## src/rtl/skew_pkg.sv

```systemverilog
package skew_pkg;
  typedef enum logic {
    MAP_VOXEL = 1'b0,
    MAP_BLOCK = 1'b1
  } map_mode_e;
endpackage

```

## src/rtl/skew_voxel_map.sv

```systemverilog
module skew_voxel_map #(
  parameter int LOG_N = 4,
  parameter int LOG_C = 2,
  localparam int AW   = 3 * LOG_N - LOG_C
) (
  input  logic [LOG_N-1:0] cx,
  input  logic [LOG_N-1:0] cy,
  input  logic [LOG_N-1:0] cz,
  output logic [LOG_C-1:0] mod_idx,
  output logic [AW-1:0]    word_addr
);
  logic [LOG_N-1:0] diag;

  // Sum wraps at N naturally in LOG_N bits.
  always_comb begin
    diag      = cx + cy + cz;
    mod_idx   = diag[LOG_C-1:0];
    word_addr = {cz, cy, diag[LOG_N-1:LOG_C]};
  end
endmodule

```

## src/rtl/skew_block_map.sv

```systemverilog
module skew_block_map #(
  parameter int LOG_N = 4,
  parameter int LOG_C = 2,
  parameter int LOG_B = 1,
  localparam int LBN  = LOG_N - LOG_B,
  localparam int AW   = 3 * LOG_N - LOG_C
) (
  input  logic [LOG_N-1:0] cx,
  input  logic [LOG_N-1:0] cy,
  input  logic [LOG_N-1:0] cz,
  output logic [LOG_C-1:0] mod_idx,
  output logic [AW-1:0]    word_addr
);
  logic [LBN-1:0] bx, by, bz, bdiag;

  always_comb begin
    bx    = cx[LOG_N-1:LOG_B];
    by    = cy[LOG_N-1:LOG_B];
    bz    = cz[LOG_N-1:LOG_B];
    bdiag = bx + by + bz;
    mod_idx = bdiag[LOG_C-1:0];
  end

  generate
    if (LBN > LOG_C) begin : g_wide
      always_comb
        word_addr = {bz, by, bdiag[LBN-1:LOG_C],
                     cz[LOG_B-1:0], cy[LOG_B-1:0], cx[LOG_B-1:0]};
    end else begin : g_edge
      // b == N/C: each module holds one block per block-beam.
      always_comb
        word_addr = {bz, by, cz[LOG_B-1:0], cy[LOG_B-1:0], cx[LOG_B-1:0]};
    end
  endgenerate
endmodule

```

## src/rtl/skew_addr_mapper.sv

```systemverilog
module skew_addr_mapper
  import skew_pkg::*;
#(
  parameter int LOG_N = 4,
  parameter int LOG_C = 2,
  parameter int LOG_B = 1,
  localparam int AW   = 3 * LOG_N - LOG_C
) (
  input  logic             clk,
  input  logic             rst_n,
  input  logic             in_valid,
  output logic             in_ready,
  input  logic             blk_mode,
  input  logic [LOG_N-1:0] coord_x,
  input  logic [LOG_N-1:0] coord_y,
  input  logic [LOG_N-1:0] coord_z,
  output logic             out_valid,
  input  logic             out_ready,
  output logic [LOG_C-1:0] out_mod,
  output logic [AW-1:0]    out_addr
);
  // reset: async assert, sync release
  logic rst_meta, rst_q;
  always_ff @(posedge clk or negedge rst_n) begin
    if (!rst_n) begin
      rst_meta <= 1'b0;
      rst_q    <= 1'b0;
    end else begin
      rst_meta <= 1'b1;
      rst_q    <= rst_meta;
    end
  end

  // mapping paths
  logic [LOG_C-1:0] vox_mod, blk_mod, sel_mod;
  logic [AW-1:0]    vox_addr, blk_addr, sel_addr;
  map_mode_e        mode;

  skew_voxel_map #(.LOG_N(LOG_N), .LOG_C(LOG_C)) u_vox (
    .cx(coord_x), .cy(coord_y), .cz(coord_z),
    .mod_idx(vox_mod), .word_addr(vox_addr)
  );

  generate
    if (LOG_B > 0) begin : g_blk
      skew_block_map #(.LOG_N(LOG_N), .LOG_C(LOG_C), .LOG_B(LOG_B)) u_blk (
        .cx(coord_x), .cy(coord_y), .cz(coord_z),
        .mod_idx(blk_mod), .word_addr(blk_addr)
      );
    end else begin : g_noblk
      always_comb begin
        blk_mod  = vox_mod;
        blk_addr = vox_addr;
      end
    end
  endgenerate

  always_comb begin
    mode     = map_mode_e'(blk_mode);
    sel_mod  = (mode == MAP_BLOCK) ? blk_mod  : vox_mod;
    sel_addr = (mode == MAP_BLOCK) ? blk_addr : vox_addr;
  end

  // output stage: next-state
  logic             vld_q, vld_d, take;
  logic [LOG_C-1:0] mod_q;
  logic [AW-1:0]    addr_q;

  always_comb begin
    in_ready = !vld_q || out_ready;
    take     = in_valid && in_ready;
    vld_d    = take || (vld_q && !out_ready);
  end

  // output stage: registers
  always_ff @(posedge clk or negedge rst_q) begin
    if (!rst_q) begin
      vld_q  <= 1'b0;
      mod_q  <= '0;
      addr_q <= '0;
    end else begin
      vld_q <= vld_d;
      if (take) begin
        mod_q  <= sel_mod;
        addr_q <= sel_addr;
      end
    end
  end

  assign out_valid = vld_q;
  assign out_mod   = mod_q;
  assign out_addr  = addr_q;

  // checks
  logic [LOG_N-1:0]       chk_sum;
  logic [LOG_N-LOG_B-1:0] chk_bsum;
  always_comb begin
    chk_sum  = coord_x + coord_y + coord_z;
    chk_bsum = coord_x[LOG_N-1:LOG_B] + coord_y[LOG_N-1:LOG_B]
             + coord_z[LOG_N-1:LOG_B];
  end

  assert_take_shows_R10: assert property (@(posedge clk) disable iff (!rst_q)
    take |=> out_valid);

  assert_stall_hold_R11: assert property (@(posedge clk) disable iff (!rst_q)
    (out_valid && !out_ready) |=> (out_valid && $stable(out_mod) && $stable(out_addr)));

  assert_no_bubble_R12: assert property (@(posedge clk) disable iff (!rst_q)
    (out_valid && out_ready && in_valid) |=> out_valid);

  assert_voxel_module_R2: assert property (@(posedge clk) disable iff (!rst_q)
    (take && !blk_mode) |=> (out_mod == $past(chk_sum[LOG_C-1:0])));

  assert_block_module_R6: assert property (@(posedge clk) disable iff (!rst_q)
    (take && blk_mode) |=> (out_mod == $past(chk_bsum[LOG_C-1:0])));

  assert_drain_empty_R1: assert property (@(posedge clk) disable iff (!rst_q)
    (out_valid && out_ready && !in_valid) |=> !out_valid);
endmodule

```

## config.mk

```make
export PLATFORM = sky130hd
export DESIGN_NAME = skew_addr_mapper
export DESIGN_NICKNAME = d
export VERILOG_FILES = /design/src/rtl/skew_pkg.sv /design/src/rtl/skew_voxel_map.sv /design/src/rtl/skew_block_map.sv /design/src/rtl/skew_addr_mapper.sv
export SDC_FILE = /design/constraint.sdc
export NUM_CORES = 1
export LEC_CHECK = 0
export BUFFER_PORTS_ARGS = -buffer_cell sky130_fd_sc_hd__buf_4
export CAP_MARGIN = 25
export CELL_PAD_IN_SITES_DETAIL_PLACEMENT = 1
export CELL_PAD_IN_SITES_GLOBAL_PLACEMENT = 1
export CORE_AREA = 2 2 55 57
export DETAILED_ROUTE_END_ITERATION = 10
export DIE_AREA = 0 0 57 59
export PLACE_DENSITY_LB_ADDON = 0.1
export SYNTH_ARGS = -nofsm -noshare
export SYNTH_HDL_FRONTEND = slang
export SYNTH_SLANG_ARGS = --single-unit
```

## constraint.sdc

```tcl
create_clock -name clk -period 0.8 [get_ports clk]
set_input_delay 0.12 -clock clk [delete_from_list [all_inputs] [get_ports clk]]
set_output_delay 0.12 -clock clk [all_outputs]
set_load 0.02 [all_outputs]
```

Yosys cells after proc, flatten, opt, wreduce, memory -nomap -nowiden

Cells that the tools add are included.

Bits in registers: 15
Bits of input ports: 17
Logic and storage cells: 17

Add/subtract/negate cells: 4
Multiplexer cells: 2
Reductions and logical operators: 6

Operator list:

| cell              | number |
|---|---|
| $add 4x4->4       | 2 |
| $mux 7            | 1 |
| $add 3x3->3       | 2 |
| $logic_and 1x1->1 | 2 |
| $logic_not 1->1   | 2 |
| $logic_or 1x1->1  | 2 |
| $mux 2            | 1 |

Longest topological paths before layout

Gate-level depths: netlist of the first run.

Depth in word-level cells: 4
Gate-level depth with buffers: 9

By module

A second synthesis of the first run with hierarchy kept.

Cell total of the unflattened synthesis: 102
Area total of the unflattened synthesis: 1093.5 um^2

Modules (own cells, without submodules):

| module           | times used | cells each | area an instance (um^2) |
|---|---|---|---|
| skew_addr_mapper | 1          | 61         | 703.2 |
| skew_voxel_map   | 1          | 21         | 211.5 |
| skew_block_map   | 1          | 20         | 178.9 |

Least setup slack after synthesis of the first run

OpenSTA, ideal clock, no wires.

Kind: input port to flip-flop
Start point: input coord_x[1]
End point: register addr_q[1], in the netlist out_addr[1]
Setup time: 0.123 ns
Arrival time: 1.737 ns
Slack: -1.060 ns
Stages on the path: 9
Path buffers: 0
Cells stage by stage: inv_1 fa_1 inv_1 ha_1 inv_1 fa_1 xnor3_1 mux2i_1 o21ai_1

Longest elaborated chain between the ends: 3

RTL lines:

| element                | RTL line               | RTL |
|---|---|---|
| start: declaration     | skew_addr_mapper.sv:14 | `input logic [LOG_N-1:0] coord_x,` |
| $add 4x4->4            | n/a                    |  |
| $add 4x4->4            | skew_voxel_map.sv:16   | `diag = cx + cy + cz;` |
| $mux 7                 | skew_addr_mapper.sv:61 | `sel_addr = (mode == MAP_BLOCK) ? blk_addr : vox_addr;` |
| end signal: assignment | skew_addr_mapper.sv:85 | `addr_q <= sel_addr;` |
| end: declaration       | skew_addr_mapper.sv:67 | `logic [AW-1:0] addr_q;` |

Every way passes these cells.
A chain may end at the register's enable or synchronous reset.

Worst setup path after layout of the first run

Start point: input coord_z[1]
End point: register addr_q[1], in the netlist out_addr[1]

Longest elaborated chain between the ends: 2

RTL lines:

| element            | RTL line               | RTL |
|---|---|---|
| start: declaration | skew_addr_mapper.sv:16 | `input logic [LOG_N-1:0] coord_z,` |
| $add 4x4->4        | skew_voxel_map.sv:16   |  |
| $mux 7             | skew_addr_mapper.sv:61 |  |

Every way passes these cells.

==> qor_table.md, run 1 <==
| Metric | Value | Unit |
|:---|:---|:---|
| Summed negative setup slack over all endpoints | -6900 | ps |
| Floorplan die width | 57 | um |
| PnR Total Power | 0.00269 | W |
| Total routing usage reported by global routing | 0.157 | - |
| Crit-path slowest cell | sky130_fd_sc_hd__fa_1 | - |
| ANT nets after route | 0 | - |
| Synth Register Bits | 15 | - |
| Crit path arrival time | 1690 | ps |
| Remaining global-route overflow | 0 | - |
| RSZ-0062 raised after global routing | true | - |
| Signed area change from the synthesized netlist to the final layout | 85.3 | % |
| Total power divided by cell area | 1720 | nW/um^2 |
| Fraction of registers with async set or reset after synthesis | 1.00 | - |
| Via count | 746 | - |
| Standard-cell row count | 19 | - |
| Area leader, netlist | sky130_fd_sc_hd__dfrtp_1 | - |
| Share of synthesized cell area in full adder, half adder and majority cells | 0.125 | - |
| Mux cell area share after synthesis | 0.0979 | - |
| Post-layout utilization of the core | 0.577 | - |
| Total half-perimeter wirelength after legalization and detailed placement | 1580 | um |
| # H-tree levels | 1 | - |
| Peak supply drop | 1140 | uV |
| Antenna violations before repair | 0 | - |
| Total routed wirelength | 2280 | um |
| Post-Synthesis Mean Instance Area | 10.8 | um^2 |
| DR iter-0 viols | 9 | - |
| Number of diodes added for antenna fixing | 0 | - |
| Maximum clock insertion buffer count | 2 | - |
| P_sw | 0.000893 | W |
| Critical path endpoint category | flop | - |
| Final #Nets | 158 | - |
| Pin count of the biggest net entering global routing | 14 | - |
| Part of the total power dissipated in the clock network | 0.171 | - |
| Violations in the final reports | negative setup slack | - |
| Data required, critical path | 990 | ps |
| Cell seen most often among critical-path stages | sky130_fd_sc_hd__inv_2 | - |
| Fill cells | 299 | - |
| Unique masters post-synth | 21 | - |
| I/O pin count | 31 | - |
| Final setup violation count | 27 | - |
| Worst-Skew Late Latency | 290 | ps |
| Worst min path class | in2reg | - |
| Sequential-to-total area share from yosys stat | 0.445 | - |
| Routability Congestion | 0.714 | - |
| Worst-case clock skew | 3.35 | ps |
| Time the final worst path needs with I/O delays and setup | 1510 | ps |
| Port bufs | 30 | - |
| Maximum clock frequency | 0.664 | GHz |
| Compound-cell area share of the yosys netlist | 0.0875 | - |
| Result of the run | finished with violations | - |
| Starting Density | 0.311 | - |
| Crit path max-delay family | adder cells | - |
| Pre-CTS setup slack | -1050 | ps |
| Total number of clock tree sinks | 15 | - |
| Leakage component of the power | 0.801 | nW |
| Hold Vio Cnt, Final | 0 | - |
| Crit Path Category | in2reg | - |
| Final period utilization | 1.88 | - |
| Largest cells by area after synthesis | sky130_fd_sc_hd__dfrtp_1, sky130_fd_sc_hd__fa_1, sky130_fd_sc_hd__mux2i_1 | - |
| Number of max-slew violations in the final report | 0 | - |
| Vias per std cell | 4.52 | - |
| Simple-gate share of the synthesized area | 0.0846 | - |
| Die area | 3360 | um^2 |
| Clk slew on worst S/H paths | 90 | ps |
| Post-synthesis cell count | 78 | - |
| Global-route wire length before repair | 3850 | um |
| Buf+Inv Stages, Crit Path | 4 | - |
| Total clock buffers created by CTS | 3 | - |
| Synthesized area | 843 | um^2 |
| Share of Yosys cell area claimed by the top area cell type | 0.445 | - |
| Syn Nets | 101 | - |
| Max-cap violations | 0 | - |
| Routed wirelength normalized by instance count | 13.8 | um |
| CTS root buf | sky130_fd_sc_hd__clkbuf_4 | - |
| Worst stage delay on the critical path | 410 | ps |
| Post-route worst hold slack | 77.5 | ps |
| Worst setup margin | -706 | ps |
| Launching element type of the critical path | input pin | - |
| CTS tree | done | - |
| Core box area | 2710 | um^2 |
| Area of combinational cells with multiple inputs | 526 | um^2 |
| Drt pass-1 iters | 3 | - |
| Fraction of power consumed by sequential logic | 0.356 | - |
| Count of flip-flops with a built-in enable after synthesis | 0 | - |
| Sw Share | 0.332 | - |
| Cells traversed along the worst timing path | buf_4 -> inv_4 -> fa_1 -> inv_2 -> ha_4 -> inv_2 -> fa_2 -> xnor3_1 -> mux2i_1 -> o21ai_1 | - |
| Critical-path maximum fanout | 2 | - |
| Chip Height | 59 | um |
| Most used standard cell by instance count after synthesis | sky130_fd_sc_hd__dfrtp_1 | - |
| Commonest cells post-synth | sky130_fd_sc_hd__dfrtp_1, sky130_fd_sc_hd__inv_1, sky130_fd_sc_hd__nand2_1 | - |
| XOR/XNOR share of the synthesized area | 0.0831 | - |
| Vias in the first global route | 836 | - |
| Gate power share | 0.473 | - |
| Sequential cell area | 377 | um^2 |
| Share of layout cells above drive strength 1 | 0.634 | - |
| Most frequently used flop master after synthesis | sky130_fd_sc_hd__dfrtp_1 | - |
| Largest family of logic cells by synthesized area | adder cells | - |
| Internal | 0.00180 | W |
| Remaining routing DRC violations | 0 | - |
| Ys Warns | 0 | - |
==> area by class of cell <==
type,count,area share
Inverter,12,0.0368
Multi-Input combinational cell,48,0.336
Timing Repair Buffer,55,0.344
Tap cell,31,0.0248
Sequential cell,15,0.241
Clock buffer,4,0.0168
==> sequential cells by signal (all words and copies together) (netlist names) <==
signal / count
rst_q: 1
rst_meta: 1
out_addr: 10
out_valid: 1
out_mod: 2
==> cell usage in the layout (no fill, tap or decap), types with 3 or more instances in the layout <==
cell type	n
sky130_fd_sc_hd__dfrtp_1	14
sky130_fd_sc_hd__clkbuf_4	3
sky130_fd_sc_hd__inv_1	7
sky130_fd_sc_hd__o21ai_1	5
sky130_fd_sc_hd__nand2_1	3
sky130_fd_sc_hd__o21ai_2	4
sky130_fd_sc_hd__nand2_4	4
sky130_fd_sc_hd__a21oi_1	4
sky130_fd_sc_hd__mux2i_1	6
sky130_fd_sc_hd__fa_1	3
sky130_fd_sc_hd__buf_6	22
sky130_fd_sc_hd__buf_4	29
==> final timing paths <==
path	from	endpoint	slack, ps	cells after the start
max	coord_z[1]	out_addr[1]$_DFFE_PN0P_	-710	10
min	coord_z[2]	out_addr[8]$_DFFE_PN0P_	80	2
max reg2reg	out_valid$_DFF_PN0_	out_addr[8]$_DFFE_PN0P_	-320	4
min reg2reg	rst_q$_DFF_PN0_	out_addr[7]$_DFFE_PN0P_	180	1
max in group asynchronous	rst_q$_DFF_PN0_	out_valid$_DFF_PN0_	440	1
min in group asynchronous	rst_n	rst_meta$_DFF_PN0_	140	2
==> repair_timing <==
item | 4_1_cts | 5_1_grt
pin swaps | 16 | 5
endpoints found under the setup margin | 26 | 27
buffers inserted | 11 | 3
hold buffers | 1 | 0
gates cloned | 1 | 0
hold endpoints to repair | 2 | 0
resized for setup | 44 | 9
==> power by group through the flow <==
| stage | clock network (W) | logic [W] | registers (W) |
|---|---|---|---|
| after global routing | 0.000523 | 0.00137 | 0.000973 |
| after detailed placement | 0 | 0.000926 | 0.000947 |
| final | 0.000459 | 0.00127 | 0.000958 |
| after global placement | 0 | 0.000910 | 0.000943 |
| after floorplan | 0 | 0.000396 | 0.00109 |
| after CTS | 0.000488 | 0.00122 | 0.000953 |
==> metal layers <==
layer	GRT usage	part of all wire	vias up
li1	-	-	357
met1	0.184	0.38	360
met2	0.276	0.54	24
met3	0.0284	0.057	5
met4	0.0797	0.022	0
met5	0	0	-
==> through the flow <==
stage          area [um^2]  cells
2_1_floorplan          911     78
3_3_place_gp          1230    146
3_5_place_dp          1230    146
4_1_cts               1520    163
5_1_grt               1560    165
6_report              1560    165
==> worst reg2reg max path, stage by stage, from the launching register on <==
cell and delay, ps:
sky130_fd_sc_hd__dfrtp_2 440, sky130_fd_sc_hd__nand2b_4 80, sky130_fd_sc_hd__buf_6 110, sky130_fd_sc_hd__nand2_8 80
sky130_fd_sc_hd__mux2_4 300
==> kinds of logic after synthesis <==
| kind of cell | Yosys count |
|---|---|
| XOR/XNOR | 4 |
| AO/OA/AOI/OAI | 14 |
| adder cells (fa/ha/maj) | 6 |
| buffers and inverters | 15 |
| other | 1 |
| flip-flops | 15 |
| multiplexers | 8 |
| AND/OR/NAND/NOR | 15 |
(Power assumes the default switching activity.)
==> run 2, diff against run 1 <==
--- a/config.mk
+++ b/config.mk
@@ -9,9 +9,10 @@
 export CAP_MARGIN = 25
 export CELL_PAD_IN_SITES_DETAIL_PLACEMENT = 1
 export CELL_PAD_IN_SITES_GLOBAL_PLACEMENT = 1
-export CORE_AREA = 2 2 55 57
+export CORE_AREA = 2 2 53 55
+export CTS_BUF_LIST = sky130_fd_sc_hd__clkbuf_4
 export DETAILED_ROUTE_END_ITERATION = 10
-export DIE_AREA = 0 0 57 59
+export DIE_AREA = 0 0 55 57
 export PLACE_DENSITY_LB_ADDON = 0.1
 export SYNTH_ARGS = -nofsm -noshare
 export SYNTH_HDL_FRONTEND = slang
==> run 2 against run 1 <==
  * The run still ends with negative setup slack left
  * Critical endpoint is now out_addr[0]$_DFFE_PN0P_
  * Non-clock buffer count increased by 5
  * Largest power group unchanged
  * Register-to-register slack about the same
  * Utilization rose by 4.2 points
  * Clock skew fell by 2.3 ps
  * Critical path depth is the same
  * Sequential power barely moved
  * Sequential share of layout area shrank 0.80 points
==> qor_table.md, run 2 (synthesized netlist as in run 1, its figures left out) <==
| Metric | Value | Unit | vs previous |
|:---|:---|:---|:---|
| Result of the run | finished with violations | - |  |
| Violations in the final reports | negative setup slack | - |  |
| DR iter-0 viols | 3 | - | -6 |
| Launching element type of the critical path | input pin | - |  |
| Gate power share | 0.483 | - | +0.010 |
| Final setup violation count | 27 | - | unchanged |
| CTS tree | done | - |  |
| P_sw | 0.000915 | W | +2.4% |
| Worst-Skew Late Latency | 280 | ps | about the same |
| Data required, critical path | 980 | ps | about the same |
| Worst min path class | in2reg | - |  |
| Most frequent cells in the layout | sky130_fd_sc_hd__buf_4, sky130_fd_sc_hd__buf_6, sky130_fd_sc_hd__dfrtp_1 | - |  |
| Post-layout utilization of the core | 0.618 | - | +0.0415 |
| PnR Total Power | 0.00279 | W | +3.7% |
| Die area | 3140 | um^2 | -6.8% |
| Vias in the first global route | 837 | - | +0.12% |
| Core box area | 2620 | um^2 | -3.5% |
| Summed negative setup slack over all endpoints | -6650 | ps | +251 ps |
| Total routing usage reported by global routing | 0.182 | - | +0.0251 |
| Commonest non-fill, non-tap cell in the layout | sky130_fd_sc_hd__buf_4 | - |  |
| Time the final worst path needs with I/O delays and setup | 1510 | ps | +4.81 ps |
| Fraction of power consumed by sequential logic | 0.343 | - | -0.013 |
| Buf+Inv Stages, Crit Path | 4 | - | unchanged |
| Via count | 790 | - | +5.9% |
| Chip Height | 57 | um | -3.4% |
| ANT nets after route | 0 | - | unchanged |
| RSZ-0062 raised after global routing | true | - |  |
| Maximum clock frequency | 0.662 | GHz | -0.32% |
| Drt pass-1 iters | 2 | - | -1 |
| Final period utilization | 1.89 | - | +0.00601 |
| Worst setup margin | -711 | ps | -4.81 ps |
| Maximum clock insertion buffer count | 2 | - | unchanged |
| Routed wirelength normalized by instance count | 14.9 | um | +7.6% |
| Critical-path maximum fanout | 2 | - | unchanged |
| I/O pin count | 31 | - | unchanged |
| Crit path arrival time | 1690 | ps | about the same |
| Worst-case clock skew | 1.07 | ps | -2.28 ps |
| Pin count of the biggest net entering global routing | 14 | - | unchanged |
| Standard-cell row count | 19 | - | unchanged |
| Post-route worst hold slack | 65.9 | ps | -11.6 ps |
| Floorplan die width | 55 | um | -3.5% |
| Port bufs | 30 | - | unchanged |
| Crit-path slowest cell | sky130_fd_sc_hd__fa_2 | - |  |
| Remaining routing DRC violations | 0 | - | unchanged |
| Global-route wire length before repair | 3910 | um | +1.4% |
| Max-cap violations | 0 | - | unchanged |
| Number of max-slew violations in the final report | 0 | - | unchanged |
| Total number of clock tree sinks | 15 | - | unchanged |
| Post-route design area | 1620 | um^2 | +3.4% |
| Total power divided by cell area | 1730 | nW/um^2 | +0.29% |
| Part of the total power dissipated in the clock network | 0.174 | - | +0.003 |
| Cells traversed along the worst timing path | buf_8 -> inv_4 -> fa_1 -> inv_2 -> ha_4 -> inv_2 -> fa_2 -> nor2_4 -> a21oi_2 -> o21ai_1 | - |  |
| Sw Share | 0.328 | - | -0.00427 |
| Final #Nets | 163 | - | +3.2% |
| Crit Path Category | in2reg | - |  |
| Antenna violations before repair | 0 | - | unchanged |
| Remaining global-route overflow | 0 | - | unchanged |
| Worst stage delay on the critical path | 550 | ps | +140 ps |
| Routability Congestion | 0.704 | - | -1.4% |
| Hold Vio Cnt, Final | 0 | - | unchanged |
| Peak supply drop | 1040 | uV | -9.0% |
| Total clock buffers created by CTS | 3 | - | unchanged |
| Cell seen most often among critical-path stages | sky130_fd_sc_hd__inv_2 | - |  |
| Number of diodes added for antenna fixing | 0 | - | unchanged |
| CTS root buf | sky130_fd_sc_hd__clkbuf_4 | - |  |
| Total routed wirelength | 2530 | um | +11% |
| Largest register FFs | 10 | - | unchanged |
| Internal | 0.00187 | W | +4.4% |
| Clk slew on worst S/H paths | 90 | ps | about the same |
| Share of layout cells above drive strength 1 | 0.683 | - | +0.0491 |
| Crit path max-delay family | adder cells | - |  |
| Leakage component of the power | 0.823 | nW | +2.8% |
| # H-tree levels | 1 | - | unchanged |
| DP Area | 1250 | um^2 | +1.8% |
| Vias per std cell | 4.65 | - | +2.8% |
| Starting Density | 0.322 | - | +0.0113 |
| Signed area change from the synthesized netlist to the final layout | 91.7 | % |  |
| Critical path endpoint category | flop | - |  |
| Total half-perimeter wirelength after legalization and detailed placement | 1650 | um | +4.7% |
[run 2: repair_timing]
action / 4_1_cts / 5_1_grt
endpoints found under the setup margin: 27 / 27
cloned: 1 / 0
hold buffers: 1 / 0
endpoints found under the hold margin: 2 / 0
buffers inserted: 8 / 7
resized for setup: 40 / 17
pin swaps: 10 / 5
[run 2: stage by stage]
step | instances | worst slack (ps)
4_1_cts | 163 | -727
3_3_place_gp | 149 | -1040
5_1_grt | 170 | -764
6_report | 170 | -711
2_1_floorplan | 78 | -863
3_5_place_dp | 149 | -1060
[run 2: final timing paths]
kind	depth (start not counted)	slack, ps	endpoint	start
hold reg to reg	1	180	out_addr[2]$_DFFE_PN0P_	rst_q$_DFF_PN0_
hold / removal	2	70	out_addr[8]$_DFFE_PN0P_	coord_z[2]
min in group asynchronous	2	140	rst_q$_DFF_PN0_	rst_n
setup reg to reg	4	-320	out_addr[8]$_DFFE_PN0P_	out_valid$_DFF_PN0_
setup / recovery	10	-710	out_addr[0]$_DFFE_PN0P_	coord_y[1]
max in group asynchronous	1	430	out_valid$_DFF_PN0_	rst_q$_DFF_PN0_
[run 2: layout make-up]
type                       instances  area (um^2)
clock buffer                       4         30.0
fill                             286          998
inverter                          12         57.6
multi-input combinational         48          534
sequential                        15          377
tap                               31         38.8
timing repair buffer              60          579
[run 2: power by group through the flow]
stage	Combinational, W	Sequential, W	Clock [W]
3_3_place_gp	0.000919	0.000944	0
4_1_cts	0.00121	0.000952	0.000510
6_report	0.00135	0.000957	0.000485
3_5_place_dp	0.000951	0.000948	0
2_1_floorplan	0.000396	0.00109	0
5_1_grt	0.00145	0.000973	0.000529
[run 2: layer usage]
metal | track usage | share of wire | vias to the layer above
met5 | 0 | 0 | -
met4 | 0.0732 | 0.019 | 0
met3 | 0.0236 | 0.040 | 4
met2 | 0.323 | 0.56 | 21
met1 | 0.213 | 0.38 | 391
li1 | - | - | 374
==> run 3, diff against run 2 <==
--- a/config.mk
+++ b/config.mk
@@ -5,14 +5,15 @@
 export SDC_FILE = /design/constraint.sdc
 export NUM_CORES = 1
 export LEC_CHECK = 0
+export ABC_AREA = 1
 export BUFFER_PORTS_ARGS = -buffer_cell sky130_fd_sc_hd__buf_4
 export CAP_MARGIN = 25
 export CELL_PAD_IN_SITES_DETAIL_PLACEMENT = 1
 export CELL_PAD_IN_SITES_GLOBAL_PLACEMENT = 1
-export CORE_AREA = 2 2 53 55
+export CORE_AREA = 2 2 56 58
 export CTS_BUF_LIST = sky130_fd_sc_hd__clkbuf_4
 export DETAILED_ROUTE_END_ITERATION = 10
-export DIE_AREA = 0 0 55 57
+export DIE_AREA = 0 0 58 60
 export PLACE_DENSITY_LB_ADDON = 0.1
 export SYNTH_ARGS = -nofsm -noshare
 export SYNTH_HDL_FRONTEND = slang
==> run 3 against run 2 <==
  * The run still ends with negative setup slack left
  * Fmax rose by 3.2%
  * First-iteration DRC count rose to 4.0 times the previous value
  * Global-route usage is 1.1 points lower
  * Final area down 1.9%
  * Largest power group unchanged
==> qor_table.md, run 3 <==
| Metric | Value | Unit | vs previous |
|:---|:---|:---|:---|
| Remaining global-route overflow | 0 | - | unchanged |
| Source of the worst hold timing path | coord_z[2] | - |  |
| Met1 wire length | 1060 | um | +9.6% |
| Global-route wire length before repair | 4400 | um | +13% |
| Synth Register Bits | 15 | - | unchanged |
| Total half-perimeter wirelength after legalization and detailed placement | 1970 | um | +20% |
| Vias per std cell | 4.48 | - | -3.5% |
| DR iter-0 viols | 12 | - | +9 |
| Total routing usage reported by global routing | 0.171 | - | -0.0110 |
| Met3 wire length | 93 | um | -7.0% |
| CTS tree | done | - |  |
| Final setup violation count | 27 | - | unchanged |
| Max Used Layer | met4 | - |  |
| Floorplan die width | 58 | um | +5.5% |
| Vias in the first global route | 997 | - | +19% |
| CTS root buf | sky130_fd_sc_hd__clkbuf_4 | - |  |
| Violations in the final reports | negative setup slack | - |  |
| Post-route worst hold slack | 59.8 | ps | -6.16 ps |
| Final #Nets | 198 | - | +21% |
| Number of diodes added for antenna fixing | 0 | - | unchanged |
| Area leader, netlist | sky130_fd_sc_hd__dfrtp_1 | - |  |
| Maximum clock insertion buffer count | 2 | - | unchanged |
| Share of layout cells above drive strength 1 | 0.529 | - | -0.155 |
| Critical-path maximum fanout | 2 | - | unchanged |
| Remaining routing DRC violations | 0 | - | unchanged |
| Depth of the most critical reg-to-reg path | 7 | - | +3 |
| Time the final worst path needs with I/O delays and setup | 1460 | ps | -47.5 ps |
| # H-tree levels | 1 | - | unchanged |
| Commonest cells post-synth | sky130_fd_sc_hd__nand2_1, sky130_fd_sc_hd__inv_1, sky130_fd_sc_hd__dfrtp_1 | - |  |
| RR Startpoint | out_valid$_DFF_PN0_ | - |  |
| PnR Total Power | 0.00258 | W | -7.3% |
| Data required, critical path | 980 | ps | about the same |
| Most frequently used flop master after synthesis | sky130_fd_sc_hd__dfrtp_1 | - |  |
| Maximum clock frequency | 0.683 | GHz | +3.2% |
| Worst-Skew Late Latency | 290 | ps | about the same |
| Fill cells | 355 | - | +24% |
| Total number of clock tree sinks | 15 | - | unchanged |
| Synthesized area | 893 | um^2 | +5.9% |
| Unique masters post-synth | 16 | - | -24% |
| Total length of routed met2 wires | 1360 | um | -3.3% |
| I/O pin count | 31 | - | unchanged |
| Commonest non-fill, non-tap cell in the layout | sky130_fd_sc_hd__buf_4 | - |  |
| Total power divided by cell area | 1630 | nW/um^2 | -5.6% |
| Max-cap violations | 0 | - | unchanged |
| Chip Height | 60 | um | +5.3% |
| Total routed wirelength | 2610 | um | +3.4% |
| Port bufs | 30 | - | unchanged |
| Critical path endpoint category | flop | - |  |
| Largest register FFs | 10 | - | unchanged |
| Pre-CTS setup slack | -1020 | ps | +43.1 ps |
| Crit Path Category | in2reg | - |  |
| Launching element type of the critical path | input pin | - |  |
| Most used standard cell by instance count after synthesis | sky130_fd_sc_hd__nand2_1 | - |  |
| Routability Congestion | 0.707 | - | +0.35% |
| Worst Hold Path Cells | 3 | - | +1 |
| Post-synthesis cell count | 114 | - | +46% |
| Leakage component of the power | 0.838 | nW | +1.8% |
| Count of flip-flops with a built-in enable after synthesis | 0 | - | unchanged |
| Die area | 3480 | um^2 | +11% |
| Post-layout utilization of the core | 0.547 | - | -0.0716 |
| Result of the run | finished with violations | - |  |
| Final period utilization | 1.83 | - | -0.0594 |
| Clk slew on worst S/H paths | 100 | ps | about the same |
| Sequential-to-total area share from yosys stat | 0.420 | - | -0.0249 |
| Fraction of registers with async set or reset after synthesis | 1.00 | - | unchanged |
| Most frequent cells in the layout | sky130_fd_sc_hd__buf_4, sky130_fd_sc_hd__nand2_1, sky130_fd_sc_hd__buf_6 | - |  |
| Largest cells by area after synthesis | sky130_fd_sc_hd__dfrtp_1, sky130_fd_sc_hd__nand2_1, sky130_fd_sc_hd__fa_1 | - |  |
| ANT nets after route | 0 | - | unchanged |
| Hold Vio Cnt, Final | 0 | - | unchanged |
| Pin count of the biggest net entering global routing | 14 | - | unchanged |
| Core box area | 2900 | um^2 | +11% |
| Critical register-to-register path endpoint | out_addr[1]$_DFFE_PN0P_ | - |  |
| Crit path arrival time | 1650 | ps | -40 ps |
| Ys Warns | 0 | - | unchanged |
| Syn Nets | 137 | - | +36% |
| Antenna violations before repair | 0 | - | unchanged |
| Number of max-slew violations in the final report | 0 | - | unchanged |
| Peak supply drop | 1040 | uV | about the same |
| Starting Density | 0.308 | - | -0.0147 |
| Worst min-delay path endpoint | out_addr[8]$_DFFE_PN0P_ | - |  |
| Worst setup margin | -663 | ps | +47.5 ps |
| Drt pass-1 iters | 4 | - | +2 |
| Signed area change from the synthesized netlist to the final layout | 77.6 | % |  |
| Worst min path class | in2reg | - |  |
| Post-Synthesis Mean Instance Area | 7.84 | um^2 | -28% |
| Standard-cell row count | 20 | - | +1 |
| Share of Yosys cell area claimed by the top area cell type | 0.420 | - | -0.0249 |
| RSZ-0062 raised after global routing | true | - |  |
| Routed wirelength normalized by instance count | 12.6 | um | -15% |
| Via count | 928 | - | +17% |
| Register-to-Register Setup Slack | -360 | ps | -40 ps |
| Worst-case clock skew | 6.96 | ps | +5.88 ps |
| Total clock buffers created by CTS | 3 | - | unchanged |
-- run 3: changes by cell type after synthesis, moves of 2 or more --
cell and delta:
sky130_fd_sc_hd__a31oi_1 +5, sky130_fd_sc_hd__mux2_2 -2, sky130_fd_sc_hd__buf_6 +3, sky130_fd_sc_hd__inv_1 +8, sky130_fd_sc_hd__inv_2 +2, sky130_fd_sc_hd__nor2_1 +5, sky130_fd_sc_hd__nand2b_1 -2, sky130_fd_sc_hd__nand2_1 +27
sky130_fd_sc_hd__xnor3_1 -2, sky130_fd_sc_hd__nand2_2 +5, sky130_fd_sc_hd__a21oi_1 -2, sky130_fd_sc_hd__o21ai_0 -3, sky130_fd_sc_hd__mux2i_1 -6, sky130_fd_sc_hd__nand3_1 +4
-- run 3: cell type report --
class	instances	area (um^2)	share of cell area
Clock buffer	3	22.5	0.0142
Inverter	22	100	0.0631
Multi-Input combinational cell	73	472	0.297
Clock inverter	1	5.00	0.00315
Timing Repair inverter	1	8.76	0.00552
Sequential cell	15	377	0.237
Timing Repair Buffer	59	561	0.353
Tap cell	33	41.3	0.0260
-- run 3: repair_timing --
action	4_1_cts	5_1_grt
hold buffers	1	0
endpoints found under the setup margin	26	26
pin swaps	8	6
gates cloned	1	0
buffers inserted	9	6
hold endpoints to repair	2	0
gates resized for setup	35	10
-- run 3: critical path, stage by stage --
cell and delay [ps]:
sky130_fd_sc_hd__buf_8 80, sky130_fd_sc_hd__inv_8 20, sky130_fd_sc_hd__fa_1 490, sky130_fd_sc_hd__inv_2 90, sky130_fd_sc_hd__ha_4 120, sky130_fd_sc_hd__inv_2 30, sky130_fd_sc_hd__fa_2 520, sky130_fd_sc_hd__nand2_2 40
sky130_fd_sc_hd__o21ai_1 60, sky130_fd_sc_hd__o21ai_1 60
-- run 3: worst max-delay path by stage --
stage / startpoint / endpoint / slack (ps) / cells past startpoint
after detailed placement: coord_y[1] / out_addr[0]$_DFFE_PN0P_ / -1020 / 10
after CTS: coord_y[1] / out_addr[0]$_DFFE_PN0P_ / -680 / 10
after global placement: coord_x[1] / out_addr[0]$_DFFE_PN0P_ / -980 / 10
after global routing: coord_x[1] / out_addr[0]$_DFFE_PN0P_ / -700 / 10
final: coord_x[1] / out_addr[0]$_DFFE_PN0P_ / -660 / 10
after floorplan: coord_x[1] / out_addr[0]$_DFFE_PN0P_ / -830 / 9
-- run 3: routing by layer --
layer  vias up  global-route usage
li1        460                   -
met2        24               0.305
met4         0              0.0963
met5         -                   0
met1       435               0.197
met3         9              0.0216
-- run 3: through the flow --
step | TNS [ps] | area (um^2) | std cells
final | -6370 | 1590 | 207
after global routing | -7440 | 1590 | 207
after CTS | -6420 | 1510 | 201
after detailed placement | -4970 | 1280 | 186
after global placement | -4570 | 1280 | 186
after floorplan | -4040 | 948 | 114
-- run 3: report_power, final --
group          switching (W)  total, W  internal, W
logic               0.000548   0.00119     0.000639
clock network       0.000269  0.000455     0.000186
registers          0.0000772  0.000943     0.000866
total               0.000894   0.00258      0.00169
-- run 3: kinds of logic (layout without fill, tap and decap cells) --
kind of cell	after synthesis	count (layout)	share of synthesized area
buffers and inverters	26	86	0.136
AND/OR/NAND/NOR	53	53	0.242
flip-flops	15	15	0.420
adder cells (fa/ha/maj)	6	6	0.118
AO/OA/AOI/OAI	13	13	0.0798
other	1	1	0.00420
